[src/rtl/port_mux_pkg.sv]
package port_mux_pkg;
  localparam int unsigned PORT_W      = 8;
  localparam int unsigned SYNC_STAGES = 2;

  // Pin positions: the ownership logic decodes these
  localparam int unsigned PIN_CLK  = 7;
  localparam int unsigned PIN_AS   = 6;
  localparam int unsigned PIN_RD   = 5;
  localparam int unsigned PIN_HWR  = 4;
  localparam int unsigned PIN_LWR  = 3;
  localparam int unsigned PIN_LCAS = 2;
  localparam int unsigned PIN_UCAS = 1;
  localparam int unsigned PIN_WAIT = 0;

  typedef enum logic {SEL_DATA = 1'b0, SEL_DIR = 1'b1} reg_sel_e;

  typedef struct packed {
    logic clk_o;
    logic as_s;
    logic rd_s;
    logic hwr_s;
    logic lwr_s;
    logic lcas_s;
    logic ucas_s;
  } bus_drive_t;

  typedef struct packed {
    logic       exp_en;
    logic       as_en;
    logic       lwr_en;
    logic [2:0] fn_en;
  } own_ctl_t;
endpackage

[src/rtl/port_regs.sv]
module port_regs
  import port_mux_pkg::*;
#(
  parameter int unsigned W = PORT_W
) (
  input  logic         clk,
  input  logic         rst_n,
  input  logic         hw_stby,
  input  logic         sw_stby,
  input  logic         sel,
  input  logic         we,
  input  logic [W-1:0] wdata,
  output logic [W-1:0] data_q,
  output logic [W-1:0] dir_q,
  output logic [W-1:0] rdata
);
  logic [W-1:0] data_d, dir_d;
  logic         data_en, dir_en;

  // hardware standby outranks software standby, which outranks a write
  always_comb begin
    data_d  = wdata;
    dir_d   = wdata;
    data_en = 1'b0;
    dir_en  = 1'b0;
    if (hw_stby) begin
      data_d  = '0;
      dir_d   = '0;
      data_en = 1'b1;
      dir_en  = 1'b1;
    end else if (!sw_stby && we) begin
      data_en = (sel == SEL_DATA);
      dir_en  = (sel == SEL_DIR);
    end
  end

  always_ff @(posedge clk or negedge rst_n) begin
    if (!rst_n) begin
      data_q <= '0;
      dir_q  <= '0;
    end else begin
      if (data_en) data_q <= data_d;
      if (dir_en)  dir_q  <= dir_d;
    end
  end

  assign rdata = (sel == SEL_DIR) ? dir_q : data_q;
endmodule

[src/rtl/pin_sync.sv]
module pin_sync #(
  parameter int unsigned W      = 8,
  parameter int unsigned STAGES = 2
) (
  input  logic         clk,
  input  logic         rst_n,
  input  logic [W-1:0] d,
  output logic [W-1:0] q
);
  logic [STAGES-1:0][W-1:0] chain_q;
  logic [STAGES-1:0][W-1:0] chain_d;

  assign chain_d[0] = d;
  for (genvar s = 1; s < STAGES; s++) begin : g_stage
    assign chain_d[s] = chain_q[s-1];
  end

  always_ff @(posedge clk or negedge rst_n) begin
    if (!rst_n) chain_q <= '0;
    else        chain_q <= chain_d;
  end

  assign q = chain_q[STAGES-1];
endmodule

[src/rtl/pin_owner.sv]
module pin_owner
  import port_mux_pkg::*;
(
  input  logic [PORT_W-1:0] data_q,
  input  logic [PORT_W-1:0] dir_q,
  input  own_ctl_t          ctl,
  input  bus_drive_t        drv,
  output logic [PORT_W-1:0] pin_out,
  output logic [PORT_W-1:0] pin_oe,
  output logic              wait_active
);
  always_comb begin
    pin_out = data_q;
    pin_oe  = dir_q;
    // top pin: clock out or input, in every mode
    if (dir_q[PIN_CLK]) pin_out[PIN_CLK] = drv.clk_o;
    if (ctl.exp_en) begin
      if (ctl.as_en) begin
        pin_out[PIN_AS] = drv.as_s;
        pin_oe[PIN_AS]  = 1'b1;
      end
      pin_out[PIN_RD]  = drv.rd_s;
      pin_oe[PIN_RD]   = 1'b1;
      pin_out[PIN_HWR] = drv.hwr_s;
      pin_oe[PIN_HWR]  = 1'b1;
      if (ctl.lwr_en) begin
        pin_out[PIN_LWR] = drv.lwr_s;
        pin_oe[PIN_LWR]  = 1'b1;
      end
      if (ctl.fn_en[2]) begin
        pin_out[PIN_LCAS] = drv.lcas_s;
        pin_oe[PIN_LCAS]  = 1'b1;
      end
      if (ctl.fn_en[1]) begin
        pin_out[PIN_UCAS] = drv.ucas_s;
        pin_oe[PIN_UCAS]  = 1'b1;
      end
      if (ctl.fn_en[0]) pin_oe[PIN_WAIT] = 1'b0;
    end
  end

  assign wait_active = ctl.exp_en & ctl.fn_en[0];
endmodule

[src/rtl/port_pin_mux.sv]
module port_pin_mux
  import port_mux_pkg::*;
(
  input  logic       clk,
  input  logic       rst_n,
  input  logic       hw_stby,
  input  logic       sw_stby,
  input  logic       reg_sel,
  input  logic       reg_we,
  input  logic [7:0] reg_wdata,
  output logic [7:0] reg_rdata,
  input  logic       exp_en,
  input  logic       as_oe,
  input  logic       lwr_oe,
  input  logic [2:0] bus_fn_en,
  input  logic       clk_out_val,
  input  logic       as_val,
  input  logic       rd_val,
  input  logic       hwr_val,
  input  logic       lwr_val,
  input  logic       lcas_val,
  input  logic       ucas_val,
  input  logic [7:0] pin_in,
  output logic [7:0] pin_out,
  output logic [7:0] pin_oe,
  output logic [7:0] pin_rd,
  output logic       wait_sync
);
  logic [PORT_W-1:0] data_q, dir_q;
  logic              wait_active;
  own_ctl_t          ctl;
  bus_drive_t        drv;

  assign ctl = '{exp_en: exp_en, as_en: as_oe, lwr_en: lwr_oe, fn_en: bus_fn_en};
  assign drv = '{clk_o: clk_out_val, as_s: as_val, rd_s: rd_val, hwr_s: hwr_val,
                 lwr_s: lwr_val, lcas_s: lcas_val, ucas_s: ucas_val};

  port_regs #(.W(PORT_W)) u_regs (
    .clk(clk), .rst_n(rst_n), .hw_stby(hw_stby), .sw_stby(sw_stby),
    .sel(reg_sel), .we(reg_we), .wdata(reg_wdata),
    .data_q(data_q), .dir_q(dir_q), .rdata(reg_rdata)
  );

  pin_owner u_owner (
    .data_q(data_q), .dir_q(dir_q), .ctl(ctl), .drv(drv),
    .pin_out(pin_out), .pin_oe(pin_oe), .wait_active(wait_active)
  );

  pin_sync #(.W(PORT_W), .STAGES(SYNC_STAGES)) u_sync (
    .clk(clk), .rst_n(rst_n), .d(pin_in), .q(pin_rd)
  );

  assign wait_sync = pin_rd[PIN_WAIT] & wait_active;
endmodule

[config.mk]
export PLATFORM = sky130hd
export DESIGN_NAME = port_pin_mux
export DESIGN_NICKNAME = d
export VERILOG_FILES = /design/src/rtl/port_mux_pkg.sv /design/src/rtl/port_regs.sv /design/src/rtl/pin_sync.sv /design/src/rtl/pin_owner.sv /design/src/rtl/port_pin_mux.sv
export SDC_FILE = /design/constraint.sdc
export NUM_CORES = 1
export LEC_CHECK = 0
export ABC_AREA = 1
export BUFFER_PORTS_ARGS = -buffer_cell sky130_fd_sc_hd__buf_2
export CELL_PAD_IN_SITES_DETAIL_PLACEMENT = 0
export CELL_PAD_IN_SITES_GLOBAL_PLACEMENT = 1
export CORE_ASPECT_RATIO = 1.75
export CORE_MARGIN = 8
export CORE_UTILIZATION = 29
export DETAILED_ROUTE_END_ITERATION = 12
export PLACE_DENSITY = 0.75
export SLEW_MARGIN = 10
export SYNTH_ARGS = -nofsm -noshare
export SYNTH_HDL_FRONTEND = slang
export SYNTH_SLANG_ARGS = --single-unit
[constraint.sdc]
create_clock -name clk -period 0.8 [get_ports clk]
set_input_delay 0.08 -clock clk [delete_from_list [all_inputs] [get_ports clk]]
set_output_delay 0.08 -clock clk [all_outputs]
set_load 0.05 [all_outputs]
== Yosys cells after proc, flatten, opt, wreduce, memory -nomap -nowiden ==
Index checks and enable logic that the tools add are counted.
Word-level totals
  register bits after elaboration: 32
  output and inout bits: 33
  logic and storage cells: 27
Cells by class
  reduce and logical (&&, ||, !) cells: 2
  bitwise logic cells: 3
  mux-type cells: 18
Operator list (number)
  $mux W8: 2
  $mux W1: 14
  $mux W7: 1
  $mux W6: 1
  $and A1 B1 Y1: 2
  $logic_and A1 B1 Y1: 1
  $logic_not A1 Y1: 1
  $not A1 Y1: 1

== Logic depth before layout (Yosys ltp) ==
  depth in word-level cells: 4
  mapped depth: 5
  depth with buffers taken out: 4

== Modules after synthesis ==
A second synthesis with hierarchy kept.
Unflattened totals
  cells, all modules: 178
  area, all modules: 1445.1 um2
By module, submodules not included
  port_regs: area each 849.6 um2, instances 1, sequential area each 400.4 um2, cells an instance 117
  pin_sync: area each 400.4 um2, instances 1, sequential area each 400.4 um2, cells an instance 16
  pin_owner: area each 187.7 um2, instances 1, sequential area each 0.0 um2, cells an instance 43
  port_pin_mux: area each 7.5 um2, instances 1, sequential area each 0.0 um2, cells an instance 2

== Worst setup path after synthesis ==
No wires, ideal clock.
  path kind: reg-to-output
  start point: reg u_regs.dir_q[7]
  end point: out pin_out[7]
  arrival: 1.506 ns
  path slack: -0.786 ns
  data required time: 0.720 ns
  cell stages (with the launch flop): 2
  cells stage by stage: dfrtp_1 -> o21ai_0
On the way
  word-level cells in the longest chain between the ends: 1
Ends and longest elaborated chain
  from (decl): line port_regs.sv:14  | output logic [W-1:0] dir_q,
  from (signal assigned): line port_regs.sv:43  | if (dir_en) dir_q <= dir_d;
  $mux W1: line pin_owner.sv:16  | if (dir_q[PIN_CLK]) pin_out[PIN_CLK] = drv.clk_o;
  to (decl): line port_pin_mux.sv:24  | output logic [7:0] pin_out,
Every way passes these cells.

== Worst setup path in the final report ==
  start point: reg u_regs.dir_q[4]
  end point: out pin_oe[4]
On the way
  word-level cells in the longest chain between the ends: 1
Ends and longest elaborated chain
  $mux W7: line pin_owner.sv:17  | if (ctl.exp_en) begin
  to (decl): line port_pin_mux.sv:25  | output logic [7:0] pin_oe,
Every way passes these cells.

==> flow_metrics.py <==
metrics = {
    "synth": {
        "synth_largest_area_cell": "sky130_fd_sc_hd__dfrtp_1",
        "synthesis.area_sq_mm": 0.00141,
        "synthTopCellsByArea": "sky130_fd_sc_hd__dfrtp_1 (57%), sky130_fd_sc_hd__nand3_1 (12%), sky130_fd_sc_hd__nand2_1 (10%)",
        "synthDominantCellAreaShare_pct": 56.8,
        "syn-mean-instance-area_sq_um": 8.49,
        "synth.ff_latch_count": 32,
        "synth_fp_nets": 201,
        "netlist-cell-type-count": 15,
        "ys.warnings.count": 0,
        "yosysSeqAreaShare_pct": 56.8,
        "postSynthCellCount": 166,
    },
    "setup_path": {
        "r2r_cells": 4,
        "worstPathMaxFanout": 3,
        "setup_crit_start": "u_regs.dir_q[4]$_DFFE_PN0P_",
        "critical_path.reg2reg.endpoint": "u_regs.data_q[3]$_DFFE_PN0P_",
        "r2r-start": "u_regs.data_q[3]$_DFFE_PN0P_",
        "cp.arrival_ps": 1060,
        "critical_path_required_ps": 720,
        "worst_setup_path_start_kind": "flop",
        "critical_path.endpoint_type": "primary output",
        "reg2reg_slack_ps": -60,
        "worst-setup-path-type": "reg2out",
    },
    "drt": {
        "finalWirelength_um": 4370,
        "viasPerCell": 4.47,
        "drcViolationCount": 0,
        "drtIter0Drc": 47,
        "vias": 1445,
        "route.detailed.wl_per_inst_um": 13.5,
        "drtPass1Iterations": 4,
        "ant_nets": 0,
    },
    "timing": {
        "relative_slew_slack_pct": 76.6,
        "setup_viol_count_final": 35,
        "timing.final.max_slew_violations": 0,
        "timing.final.hold_violations": 0,
        "period_share_pct": 143,
        "worst_slew_pin_slew_ps": 350,
        "worst_hold_slack_ps": 126,
        "fin_crit_ps": 1140,
        "rsz0062_at_grt": "yes",
        "max_freq_ghz": 0.875,
        "postLayoutSetupSlackWorst_ps": -343,
        "fin_worst_skew_ps": 1.00,
    },
    "placement": {
        "finalWeightedCongestion": 0.767,
        "placedCellCount": 299,
        "pre_cts_ws_ps": -195,
        "portBuffers": 67,
        "dp.final_hpwl_um": 3200,
        "placed_area_sq_mm": 0.00210,
    },
    "pwr": {
        "power.net_switching_uw": 1260,
        "netSwitchingFraction_pct": 29.2,
        "power.internal_uw": 3060,
        "power_density_mw_per_mm2": 1620,
        "combPwrFrac_pct": 25.2,
        "cellLeakagePower_uw": 0.00137,
        "clock_power_share_pct": 34.9,
        "vdd_drop_max_uv": 1430,
        "seq_power_share_pct": 39.9,
    },
    "global_routing": {
        "antenna_violations_before_repair": 0,
        "maximum_number_of_pins_on_one_net_before_global_route_repair": 33,
        "grtUsageTotal_pct": 12.5,
        "wire_length_of_the_first_global_routing_pass_um": 7110,
        "number_of_global_route_vias_before_repair": 1518,
        "global_route_total_overflow": 0,
    },
    "clock_network": {
        "tritoncts": "yes",
        "ctsHtreeMaxLevel": 2,
        "worstSkewPairLatency_ps": 280,
        "ctsRootBufferMaster": "sky130_fd_sc_hd__clkbuf_8",
        "cts.sink_count": 32,
        "numCtsBuffers": 5,
        "cts.path.max_buffers": 2,
        "clk_pin_slew_ps": 70,
    },
    "floorplanning": {
        "core_area_sq_mm": 0.00467,
        "fp.dieArea_sq_mm": 0.00744,
        "fp.dieW_um": 68.7,
        "floorplan.rows": 33,
        "dieHeight_um": 108,
        "initial_core_util_pct": 30.2,
        "ios": 68,
    },
    "job": {
        "maximum_capacitance_violations": 0,
    },
    "finish": {
        "finish.utilization_pct": 57.1,
        "area_delta_synth_final_pct": 88.8,
        "insertedDiodeCount": 0,
        "final.fill_count": 454,
        "num-nets-final": 305,
        "finish.instance_area_sq_mm": 0.00266,
        "instances_no_fill": 323,
        "layout_cells_sized_above_1_pct": 54.6,
    },
    "min_path": {
        "worst_hold_path.endpoint": "u_regs.dir_q[0]$_DFFE_PN0P_",
        "worst_min_delay_path_class": "in2reg",
        "holdPathStages": 5,
        "hold_start": "reg_wdata[0]",
    },
    "run_status": {
        "failed_checks": "setup timing",
        "run_status": "complete, but fails checks",
    },
}
## per-layer routing
layer | wire length (um) | track usage, % | share of wire, % | vias up
met1 | 1590 | 13.5 | 36 | 671
li1 | - | - | - | 731
met3 | 231 | 1.97 | 5.3 | 5
met5 | 0 | 0 | 0 | -
met2 | 2450 | 22.0 | 56 | 38
met4 | 97 | 6.49 | 2.2 | 0
## critical path, cell delays in order, from the launching register on
cell                      delay (ps)
sky130_fd_sc_hd__dfrtp_1         400
sky130_fd_sc_hd__or2_4           230
sky130_fd_sc_hd__buf_6           150
## worst max-delay path by stage
stage / slack, ps / cells after the start / endpoint
floorplan: -100 / 2 / pin_out[4]
global placement: -170 / 5 / reg_rdata[6]
detailed placement: -200 / 5 / reg_rdata[6]
CTS: -340 / 2 / pin_oe[4]
global route: -370 / 3 / reg_rdata[7]
finish: -340 / 2 / pin_oe[4]
## synthesized netlist by cell type, drive strengths merged
library cell,n
a21oi,3
o21ai,10
inv,22
a21boi,1
dfrtp,32
buf,9
and3,1
nand3,35
nand2,39
nor2,12
or2,2
## through the flow
step | power (uW) | TNS [ps]
after floorplan | 2300 | -664
after global placement | 2620 | -3920
after detailed placement | 2630 | -4460
after CTS | 4330 | -7840
after global routing | 4510 | -9370
final | 4320 | -8010
## layout make-up
class,instances,area [sq um],area share (%)
Clock buffer,6,72.6,2.73
Clock inverter,2,35.0,1.32
Inverter,22,82.6,3.10
Multi-Input combinational cell,103,661,24.8
Sequential cell,32,803,30.2
Tap cell,52,65.1,2.44
Timing Repair Buffer,106,943,35.4
## power by group through the flow
stage               Sequential (uW)  Clock, uW  Combinational, uW
floorplan                      1820          0                489
detailed placement             1750          0                884
finish                         1730       1510               1090
global placement               1740          0                877
CTS                            1720       1540               1070
global route                   1730       1620               1160
## what timing repair did
item | 4_1_cts | 5_1_grt
endpoints found under the setup margin | 33 | 41
resized for setup | 81 | 17
endpoints found under the hold margin | 40 | 0
pin swaps | 7 | 11
buffers inserted | 5 | 4
hold buffers | 9 | 0
## layout by cell type (no fill, tap or decap), drive strengths merged, types with 2 or more instances in the layout
cell type,n
o21ai,10
buf,97
dfrtp,32
nand3,35
clkbuf,6
or2,2
a21oi,3
dlygate4sd3,9
nand2,39
inv,22
nor2,12
## state kept, by name, indices dropped and copies added, names as in the netlist
register and flops:
u_regs.dir_q 8, u_regs.data_q 8, u_sync.chain_d 8, u_sync.q 8
## cell families (layout without fill, tap and decap cells)
| group | Yosys count | count (layout) | share of synthesized area, % |
|---|---|---|---|
| flops | 32 | 32 | 56.8 |
| simple gates | 89 | 89 | 27.9 |
| buf+inv | 31 | 136 | 10.2 |
| compound gates | 14 | 14 | 5.15 |
(Power assumes the default switching activity.)
